===== src/rtl/tconv_pkg.sv =====
package tconv_pkg;

   typedef enum logic [1:0] {
      ST_IDLE  = 2'd0,
      ST_SUM   = 2'd1,
      ST_WRITE = 2'd2,
      ST_FIN   = 2'd3
   } tconv_state_e;

   // signed value of a ternary code; 2'b10 reads as zero
   function automatic logic signed [1:0] tern_val(input logic [1:0] code);
      case (code)
         2'b01:   return 2'sd1;
         2'b11:   return -2'sd1;
         default: return 2'sd0;
      endcase
   endfunction

   // signed product of two ternary codes, without a multiplier
   function automatic logic signed [1:0] tern_prod(input logic [1:0] w, input logic [1:0] a);
      logic signed [1:0] wv, av;
      wv = tern_val(w);
      av = tern_val(a);
      if (wv == 2'sd0 || av == 2'sd0) return 2'sd0;
      else if (wv == 2'sd1)           return av;
      else                            return -av;
   endfunction

endpackage


===== src/rtl/tconv_seq.sv =====
module tconv_seq #(
   parameter int H    = 4,
   parameter int W    = 5,
   parameter int CIN  = 2,
   parameter int COUT = 3,
   localparam int Y_W  = $clog2(H > 1 ? H : 2),
   localparam int X_W  = $clog2(W > 1 ? W : 2),
   localparam int CI_W = $clog2(CIN > 1 ? CIN : 2),
   localparam int CO_W = $clog2(COUT > 1 ? COUT : 2)
) (
   input  logic            clk,
   input  logic            rst_n,
   input  logic            start,
   output logic [CO_W-1:0] co,
   output logic [Y_W-1:0]  y,
   output logic [X_W-1:0]  x,
   output logic [CI_W-1:0] ci,
   output logic [1:0]      ky,
   output logic [1:0]      kx,
   output logic            sum_en,
   output logic            sum_first,
   output logic            wr,
   output logic            fin,
   output logic            busy
);
   import tconv_pkg::*;

   tconv_state_e state;

   wire last_term  = (kx == 2'd2) && (ky == 2'd2) && (ci == CI_W'(CIN - 1));
   wire last_pixel = (x == X_W'(W - 1)) && (y == Y_W'(H - 1)) && (co == CO_W'(COUT - 1));

   always_ff @(posedge clk or negedge rst_n) begin
      if (!rst_n) begin
         state <= ST_IDLE;
         co <= '0; y <= '0; x <= '0; ci <= '0; ky <= '0; kx <= '0;
      end else begin
         case (state)
            ST_IDLE: if (start) begin
               state <= ST_SUM;
               co <= '0; y <= '0; x <= '0; ci <= '0; ky <= '0; kx <= '0;
            end
            ST_SUM: begin
               if (last_term) begin
                  state <= ST_WRITE;
                  kx <= '0; ky <= '0; ci <= '0;
               end else if (kx != 2'd2) begin
                  kx <= kx + 2'd1;
               end else begin
                  kx <= '0;
                  if (ky != 2'd2) ky <= ky + 2'd1;
                  else begin
                     ky <= '0;
                     ci <= ci + CI_W'(1);
                  end
               end
            end
            ST_WRITE: begin
               if (last_pixel) state <= ST_FIN;
               else begin
                  state <= ST_SUM;
                  if (x != X_W'(W - 1)) x <= x + X_W'(1);
                  else begin
                     x <= '0;
                     if (y != Y_W'(H - 1)) y <= y + Y_W'(1);
                     else begin
                        y  <= '0;
                        co <= co + CO_W'(1);
                     end
                  end
               end
            end
            default: state <= ST_IDLE;
         endcase
      end
   end

   assign sum_en    = (state == ST_SUM);
   assign sum_first = sum_en && (kx == 2'd0) && (ky == 2'd0) && (ci == '0);
   assign wr        = (state == ST_WRITE);
   assign fin       = (state == ST_FIN);
   assign busy      = (state != ST_IDLE);

   AST_DONE_SINGLE: assert property (@(posedge clk) disable iff (!rst_n) fin |=> !fin);
   AST_START_IGNORED: assert property (@(posedge clk) disable iff (!rst_n)
      (state == ST_SUM && start) |=> (state != ST_IDLE) && $stable(co) && $stable(y) && $stable(x));
   AST_WRITE_FOLLOWS_SUM: assert property (@(posedge clk) disable iff (!rst_n)
      (state == ST_WRITE) |-> ($past(state) == ST_SUM));
   AST_FIN_AFTER_WRITE: assert property (@(posedge clk) disable iff (!rst_n)
      $rose(fin) |-> ($past(state) == ST_WRITE));

endmodule


===== src/rtl/tconv_acc.sv =====
module tconv_acc #(
   parameter int CIN = 2,
   localparam int MAX_SUM = 9 * CIN,
   localparam int ACC_W = $clog2(MAX_SUM + 1) + 1
) (
   input  logic                    clk,
   input  logic                    rst_n,
   input  logic                    en,
   input  logic                    first,
   input  logic [1:0]              w_code,
   input  logic [1:0]              a_code,
   output logic signed [ACC_W-1:0] acc
);
   import tconv_pkg::*;

   logic signed [ACC_W-1:0] term;
   assign term = ACC_W'(tern_prod(w_code, a_code));

   always_ff @(posedge clk or negedge rst_n) begin
      if (!rst_n)     acc <= '0;
      else if (en) begin
         if (first)   acc <= term;
         else         acc <= acc + term;
      end
   end

   AST_ACC_BOUND: assert property (@(posedge clk) disable iff (!rst_n)
      en |=> (acc <= ACC_W'(MAX_SUM)) && (acc >= -ACC_W'(MAX_SUM)));
   AST_SKIP_ZERO_WEIGHT: assert property (@(posedge clk) disable iff (!rst_n)
      (en && !first && (w_code == 2'b00)) |=> $stable(acc));

endmodule


===== src/rtl/tconv_thr.sv =====
module tconv_thr #(
   parameter int ACC_W = 6,
   parameter int THR_W = 8,
   localparam int CMP_W = (ACC_W > THR_W ? ACC_W : THR_W) + 2
) (
   input  logic signed [ACC_W-1:0] acc,
   input  logic [THR_W-1:0]        thr,
   output logic [1:0]              code
);
   logic signed [CMP_W-1:0] s, t;

   always_comb begin
      s = CMP_W'(acc);
      t = $signed({{(CMP_W - THR_W){1'b0}}, thr});
      if (s > t)       code = 2'b01;
      else if (s < -t) code = 2'b11;
      else             code = 2'b00;
   end

   always_comb begin
      AST_OUT_CODE_LEGAL: assert (code != 2'b10);
   end

endmodule


===== src/rtl/tconv3_engine.sv =====
module tconv3_engine #(
   parameter int H     = 4,
   parameter int W     = 5,
   parameter int CIN   = 2,
   parameter int COUT  = 3,
   parameter int THR_W = 8,
   localparam int ACT_N  = CIN * H * W,
   localparam int WT_N   = COUT * CIN * 9,
   localparam int OUT_N  = COUT * H * W,
   localparam int ACT_AW = $clog2(ACT_N > 1 ? ACT_N : 2),
   localparam int WT_AW  = $clog2(WT_N),
   localparam int OUT_AW = $clog2(OUT_N > 1 ? OUT_N : 2),
   localparam int ACC_W  = $clog2(9 * CIN + 1) + 1,
   localparam int Y_W    = $clog2(H > 1 ? H : 2),
   localparam int X_W    = $clog2(W > 1 ? W : 2),
   localparam int CI_W   = $clog2(CIN > 1 ? CIN : 2),
   localparam int CO_W   = $clog2(COUT > 1 ? COUT : 2)
) (
   input  logic              clk,
   input  logic              rst_n,
   input  logic              start,
   input  logic [THR_W-1:0]  thr,
   output logic              busy,
   output logic              done,
   output logic [ACT_AW-1:0] act_addr,
   input  logic [1:0]        act_data,
   output logic [WT_AW-1:0]  wt_addr,
   input  logic [1:0]        wt_data,
   output logic              out_we,
   output logic [OUT_AW-1:0] out_addr,
   output logic [1:0]        out_data
);

   generate
      if (H < 1 || W < 1)      begin : g_bad_dim  $error("image dimensions must be positive"); end
      if (CIN < 1 || COUT < 1) begin : g_bad_chan $error("channel counts must be positive");   end
      if (THR_W < 1)           begin : g_bad_thr  $error("threshold width must be positive");  end
   endgenerate

   logic [CO_W-1:0] co;
   logic [Y_W-1:0]  y;
   logic [X_W-1:0]  x;
   logic [CI_W-1:0] ci;
   logic [1:0]      ky, kx;
   logic            sum_en, sum_first, wr;
   logic            tap_in;
   logic [1:0]      a_masked;
   logic signed [ACC_W-1:0] acc;

   tconv_seq #(.H(H), .W(W), .CIN(CIN), .COUT(COUT)) u_seq (
      .clk(clk), .rst_n(rst_n), .start(start),
      .co(co), .y(y), .x(x), .ci(ci), .ky(ky), .kx(kx),
      .sum_en(sum_en), .sum_first(sum_first), .wr(wr), .fin(done), .busy(busy)
   );

   // tap position with zero padding
   always_comb begin
      int iy, ix;
      iy = int'(y) + int'(ky) - 1;
      ix = int'(x) + int'(kx) - 1;
      tap_in   = (iy >= 0) && (iy < H) && (ix >= 0) && (ix < W);
      act_addr = tap_in ? ACT_AW'((int'(ci) * H + iy) * W + ix) : '0;
      wt_addr  = WT_AW'((int'(co) * CIN + int'(ci)) * 9 + int'(ky) * 3 + int'(kx));
      out_addr = OUT_AW'((int'(co) * H + int'(y)) * W + int'(x));
   end

   assign a_masked = tap_in ? act_data : 2'b00;

   tconv_acc #(.CIN(CIN)) u_acc (
      .clk(clk), .rst_n(rst_n), .en(sum_en), .first(sum_first),
      .w_code(wt_data), .a_code(a_masked), .acc(acc)
   );

   tconv_thr #(.ACC_W(ACC_W), .THR_W(THR_W)) u_thr (
      .acc(acc), .thr(thr), .code(out_data)
   );

   assign out_we = wr;

   AST_WADDR_RANGE: assert property (@(posedge clk) disable iff (!rst_n)
      out_we |-> (int'(out_addr) < OUT_N));
   AST_WE_WHILE_BUSY: assert property (@(posedge clk) disable iff (!rst_n)
      out_we |-> busy && !done);
   AST_PAD_MASK: assert property (@(posedge clk) disable iff (!rst_n)
      (sum_en && !tap_in) |-> (a_masked == 2'b00));

endmodule


===== config.mk =====
export PLATFORM = sky130hd
export DESIGN_NAME = tconv3_engine
export DESIGN_NICKNAME = d
export VERILOG_FILES = /design/src/rtl/tconv_pkg.sv /design/src/rtl/tconv_seq.sv /design/src/rtl/tconv_acc.sv /design/src/rtl/tconv_thr.sv /design/src/rtl/tconv3_engine.sv
export SDC_FILE = /design/constraint.sdc
export NUM_CORES = 1
export LEC_CHECK = 0
export BUFFER_PORTS_ARGS = -buffer_cell sky130_fd_sc_hd__buf_4
export CAP_MARGIN = 20
export CORE_UTILIZATION = 50
export DETAILED_ROUTE_END_ITERATION = 10
export GPL_TIMING_DRIVEN = 0
export PLACE_DENSITY = 0.7
export SETUP_SLACK_MARGIN = 0.5
export SLEW_MARGIN = 15
export SYNTH_ARGS = -nofsm -noshare
export SYNTH_HDL_FRONTEND = slang
export SYNTH_HIERARCHICAL = 1
export SYNTH_SLANG_ARGS = --single-unit

===== constraint.sdc =====
create_clock -name clk -period 4.28 [get_ports clk]
set_clock_uncertainty 0.2 [all_clocks]
set_input_delay 0.428 -clock clk [delete_from_list [all_inputs] [get_ports clk]]
set_output_delay 0.428 -clock clk [all_outputs]
set_load 0.01 [all_outputs]

==> impl_metrics.tcl, run 1 <==
set metrics [dict create \
    path_buf_inv 9 \
    gp_congestion 0.807 \
    cts_buffers 3 \
    endpoint_kind "output pin" \
    synth_cells 349 \
    avgSynthCellArea_um2 8.86 \
    grt_pass1_vias 2520 \
    cp_cell_sequence "inv_2 > ha_4 > inv_4 > ha_4 > inv_2 > ha_4 > inv_4 > ha_4 > inv_4 > ha_4 > inv_2 > ha_4 > inv_2 > fa_1 > inv_2 > ha_4 > nor2b_4 > o21a_1 > or3b_1 > a21oi_2 > buf_4" \
    drive_above_1_share_pct 25.2 \
    outcome "finished with violations" \
    rsz0062_at_grt "yes" \
    cts_tree "yes" \
    violations "negative setup slack" \
    period_share_pct 105 \
    die_w_um 80.6 \
    final_util_pct 63.2 \
    dr_total_vias 2596 \
    stdcell_count 476 \
    yosysWarnings 6 \
    cap_violations 0 \
    clk_pin_slew_ps 80 \
    portBuffers 37 \
    worst-path-max-fanout 2 \
    slew_headroom_pct 62.7 \
    routed_via_density 5.45 \
    crit_family "adder cells" \
    place.detailed.instances 461 \
    clk_latency_ps 270 \
    rows 28 \
    hp-class "in -> reg" \
    clockBufferDepth 2 \
    worst_pin_slew_ps 559 \
    die_h_um 80.6 \
    synth_flop_cell "dfrtp_1" \
    syn_nets 444 \
    layout.nets 497 \
    cts_max_level 1 \
    grtUsageTotal_pct 21.6 \
    n_fill_cell 525 \
    cp-startpoint "u_seq/ky[1]" \
    diodes 0 \
    layout_setup_ws_ps -225 \
    multi_input_area_um2 2410 \
    route.detailed.drc 0 \
    ant_nets 0 \
    dp_hpwl_mm 5.00 \
    grt_max_degree 21 \
    arrival_ps 3880 \
    clock_tree.root_cell "clkbuf_8" \
    ys_seq_area_share_pct 16.2 \
    ys_ff_latch 20 \
    core-area_um2 5960 \
    synth_top_area_share_pct 28.7 \
    finalHoldViolCount 0 \
    syn_area_um2 3090 \
    initial_utilization_pct 51.9 \
    timing.setup.critical_path_class "reg -> out" \
    crit_required_ps 3650 \
    register_area_um2 508 \
    area_growth_syn_to_layout_pct 21.7 \
    async_flop_share_pct 100 \
    grt_pass1_wl_mm 11.2 \
    drt_iter0_drc 127 \
    fmax_ghz 0.222 \
    min_period_ps 4510 \
    worst_path_most_repeated_cell "ha_4" \
    num_io_pins 38 \
    ys_top_cells_by_count "ha_1, inv_1, dfrtp_1, a21oi_1, nor2_1" \
    worstHoldStart "start" \
    maxSlewViolCount 0 \
    synth_top_area_cell "ha_1" \
    crit_path_max_incr_delay_ps 480 \
    clock-sinks 20 \
    gr-total-overflow 0 \
    synthDistinctLibCells 66 \
    dieArea_um2 6500 \
    place_ws_ps -194 \
    yosysMostFrequentCell "ha_1" \
    wirelength_mm 6.49 \
    r2r_start "u_seq/kx[1]" \
    synth-edff-count 0 \
    yosys-top-cells-area "ha_1, dfrtp_1, inv_1, fa_1, xnor2_1" \
    wl_per_cell_um 13.6 \
    dr.pass1.iters 4 \
    slowest_stage "fa_1" \
    finalSetupViolCount 1 \
    cp-start-kind "register" \
    antenna_found_initial 0 \
]
-- metal layers --
| layer | GRT usage [%] | up-vias | wire [um] |
|---|---|---|---|
| li1 | - | 1321 | - |
| met1 | 28.7 | 1228 | 3180 |
| met2 | 37.7 | 42 | 3080 |
| met3 | 1.14 | 5 | 169 |
| met4 | 5.89 | 0 | 68 |
| met5 | 0 | - | 0 |
-- worst paths after layout --
| path | end | slack [ps] | depth (start not counted) |
|---|---|---|---|
| max | act_addr[5] | -230 | 21 |
| max in group asynchronous | u_seq/kx[0] | 3270 | 2 |
| min in group asynchronous | u_seq/y[1] | 370 | 2 |
| min reg2reg | u_acc/acc[0] | 370 | 2 |
| min | u_seq/state[0] | 260 | 2 |
| max reg2reg | u_acc/acc[5] | 260 | 19 |
-- layout by cell type, fill, tap and decap left out, drive strengths merged, types with 6 or more instances in the layout --
master,count
ha,71
inv,65
buf,53
dfrtp,20
a21oi,18
nor2,13
nand2,13
xnor2,10
o21ai,10
fa,9
and2,8
a21o,8
xor2,8
nor3,6
nand3,6
-- logic make-up after synthesis --
family          synth area share, %
buf+inv                        9.79
xor+xnor                       5.83
fa+ha+maj                      34.6
simple gates                   16.0
mux                           0.971
compound gates                 16.6
flops                          16.2
-- repair_timing --
item	4_1_cts	5_1_grt
setup buffers	9	1
setup endpoints to repair	9	9
resized for setup	19	8
pin swaps	14	12
hold buffers	1	0
endpoints found under the hold margin	20	0
-- registers in the layout, indices dropped and copies added (netlist names) --
register     flops
u_acc/acc        6
u_seq/x          3
u_seq/co         2
u_seq/kx         2
u_seq/ky         2
u_seq/state      2
u_seq/y          2
u_seq/ci         1
-- worst reg2reg max path: cells and delay by family, from the launching register on --
family | cells | cell delay [ps]
adders and majority gates | 4 | 1010
and+or+nand+nor | 4 | 740
muxes | 1 | 240
buffers and inverters | 4 | 310
xor gates and xnor gates | 1 | 180
AOI/OAI and AO/OA | 5 | 800
DFF | 1 | 420
-- per-stage QoR --
stage | hold slack (ps) | area (um^2) | setup TNS [ps]
after floorplan | -67.6 | 3140 | 0
after global placement | 122 | 3510 | -150
after detailed placement | 124 | 3510 | -194
after CTS | 242 | 3720 | -268
after global routing | 268 | 3760 | -447
final | 258 | 3760 | -225
-- area by class of cell --
| type | instances | share of cell area (%) |
|---|---|---|
| plain buffers | 7 | 1.56 |
| well taps | 75 | 2.49 |
| flip-flops and latches | 20 | 13.5 |
| repair buffers | 48 | 9.74 |
| clock inverters | 1 | 0.798 |
| multi-input cells | 257 | 64.1 |
| inverters | 65 | 6.68 |
| clock buffers | 3 | 1.10 |
Power of run 1 is not shown: default switching activity piles up to over one toggle a cycle in this logic, so the estimate is an artifact.
==> run 2: changes to the inputs <==
- clock period: 4.28 -> 3.7 ns (I/O delays scaled with it)
==> run 2 against run 1 <==
  * The flow still finishes with violations (negative setup slack)
  * Routed wire length down 5.7%
  * Register-to-register slack got worse by 510 ps
  * Final cell count shrank 0.42%
  * Worst setup slack lost 510 ps
  * Utilization grew 0.50 points
  * Critical path depth unchanged
  * Global-route usage decreased by 1.4 points
  * Critical endpoint unchanged
  * Die area unchanged
  * Clock-buffer cell count unchanged
==> impl_metrics.tcl, run 2 (synthesis results as in run 1) <==
set metrics [dict create \
    crit_required_ps 3130 \
    cap_violations 0 \
    antenna_found_initial 0 \
    r2r_start "u_seq/kx[1]" \
    clock-sinks 20 \
    worst_pin_slew_ps 561 \
    violations "negative setup slack" \
    layout_setup_ws_ps -734 \
    clockBufferDepth 2 \
    endpoint_kind "output pin" \
    route.detailed.drc 0 \
    route.met2.wl_mm 2.97 \
    largest_register_ffs 6 \
    slowest_stage "fa_1" \
    wirelength_mm 6.12 \
    highest_layer "met4" \
    routed_via_density 5.53 \
    cts_max_level 1 \
    slew_headroom_pct 62.6 \
    cts_buffers 3 \
    area_growth_syn_to_layout_pct 22.7 \
    clock_tree.root_cell "clkbuf_8" \
    hp-class "in -> reg" \
    r2r_cells 19 \
    grt_max_degree 21 \
    ant_nets 0 \
    timing.setup.critical_path_class "reg -> out" \
    reg_top3 "u_acc/acc: 6 flops, u_seq/x: 3 flops" \
    cp-endpoint "act_addr[5]" \
    most-common-layout-cells "ha_1, inv_1, buf_4" \
    gr-total-overflow 0 \
    rsz0062_at_grt "yes" \
    dr.pass1.iters 4 \
    period_share_pct 120 \
    cp_cell_sequence "inv_2 > ha_4 > inv_4 > ha_4 > inv_2 > ha_4 > inv_2 > ha_4 > inv_2 > ha_4 > inv_2 > ha_4 > inv_2 > fa_1 > inv_2 > ha_4 > nor2b_4 > o21a_1 > or3b_1 > a21oi_2 > buf_4" \
    fmax_ghz 0.226 \
    drt_iter0_drc 158 \
    min_period_ps 4430 \
    worst-path-max-fanout 2 \
    finalSetupViolCount 6 \
    top_register "u_acc/acc" \
    gp_congestion 0.810 \
    initial_utilization_pct 51.9 \
    grt_pass1_wl_mm 10.4 \
    final_common_cell "ha_1" \
    rows 28 \
    r2r_slack_ps -250 \
    drive_above_1_share_pct 27.1 \
    dr_total_vias 2623 \
    crit_path_max_incr_delay_ps 490 \
    clk_pin_slew_ps 70 \
    die_w_um 80.6 \
    clk_latency_ps 250 \
    finalHoldViolCount 0 \
    die_h_um 80.6 \
    r2r_end "u_acc/acc[5]" \
    wl_met3_um 155 \
    grt_pass1_vias 2339 \
    cp-start-kind "register" \
    portBuffers 37 \
    place_ws_ps -711 \
    cp-startpoint "u_seq/y[1]" \
    num_io_pins 38 \
    cts_tree "yes" \
    wl_per_cell_um 12.9 \
    arrival_ps 3860 \
    final.setup.tns_ps -2120 \
    layout.nets 496 \
    dp_hpwl_mm 4.96 \
    core-area_um2 5960 \
    diodes 0 \
    grtUsageTotal_pct 20.2 \
    m1WireLength_mm 2.95 \
    dieArea_um2 6500 \
    maxSlewViolCount 0 \
    outcome "finished with violations" \
]
run 2: changes by cell type in the layout (fill, tap and decap cells not counted), moves of 3 or more:
cell	change
fa_2	+3
ha_1	-5
ha_4	+5
fa_1	-3
run 2: final cells by class:
class / count / area [um^2]
sequential: 20 / 508
buffer: 7 / 58.8
inverter: 65 / 246
fill: 519 / 2160
timing repair buffer: 47 / 363
multi-input combinational: 257 / 2480
tap: 75 / 93.8
clock buffer: 3 / 41.3
run 2: metrics by stage:
stage                     std cells  hold slack [ps]  utilization, %  area [um^2]
after global placement          461             64.3            60.5         3600
after global routing            474              213            63.7         3790
after floorplan                 349             -126               -         3230
after CTS                       473              196            63.2         3760
after detailed placement        461             61.5            60.5         3600
final                           474              203            63.7         3790
run 2: worst min-delay path by stage:
| stage | to | slack, ps | from | depth (start not counted) |
|---|---|---|---|---|
| 5_1_grt | u_seq/state[0] | 210 | start | 2 |
| 3_3_place_gp | u_seq/x[1] | 60 | rst_n | 1 |
| 6_report | u_seq/state[0] | 200 | start | 2 |
| 2_1_floorplan | u_acc/acc[0] | -130 | rst_n | 0 |
| 4_1_cts | u_seq/state[0] | 200 | start | 2 |
| 3_5_place_dp | u_seq/x[1] | 60 | rst_n | 1 |
run 2: layer usage:
layer | vias to the layer above | GRT usage [%]
met1 | 1244 | 28.0
met5 | - | 0
met3 | 4 | 1.25
met4 | 0 | 5.18
li1 | 1331 | -
met2 | 44 | 33.8
run 2: repair_timing:
action                                  4_1_cts  5_1_grt
gates cloned                                  0        0
endpoints found under the setup margin       14       13
hold endpoints to repair                     20        0
pin swaps                                    10       12
gates resized for setup                      17        5
hold buffers                                  1        0
setup buffers                                 8        1
run 2: worst max-delay path: cells and delay by family (launching register included):
kind                       cells  cell delay, ps
AOI/OAI and AO/OA              2             310
DFF                            1             390
adders and majority gates      8            1910
and+or+nand+nor                2             510
buffers and inverters          9             470
Power of run 2 is left out for the same reason.
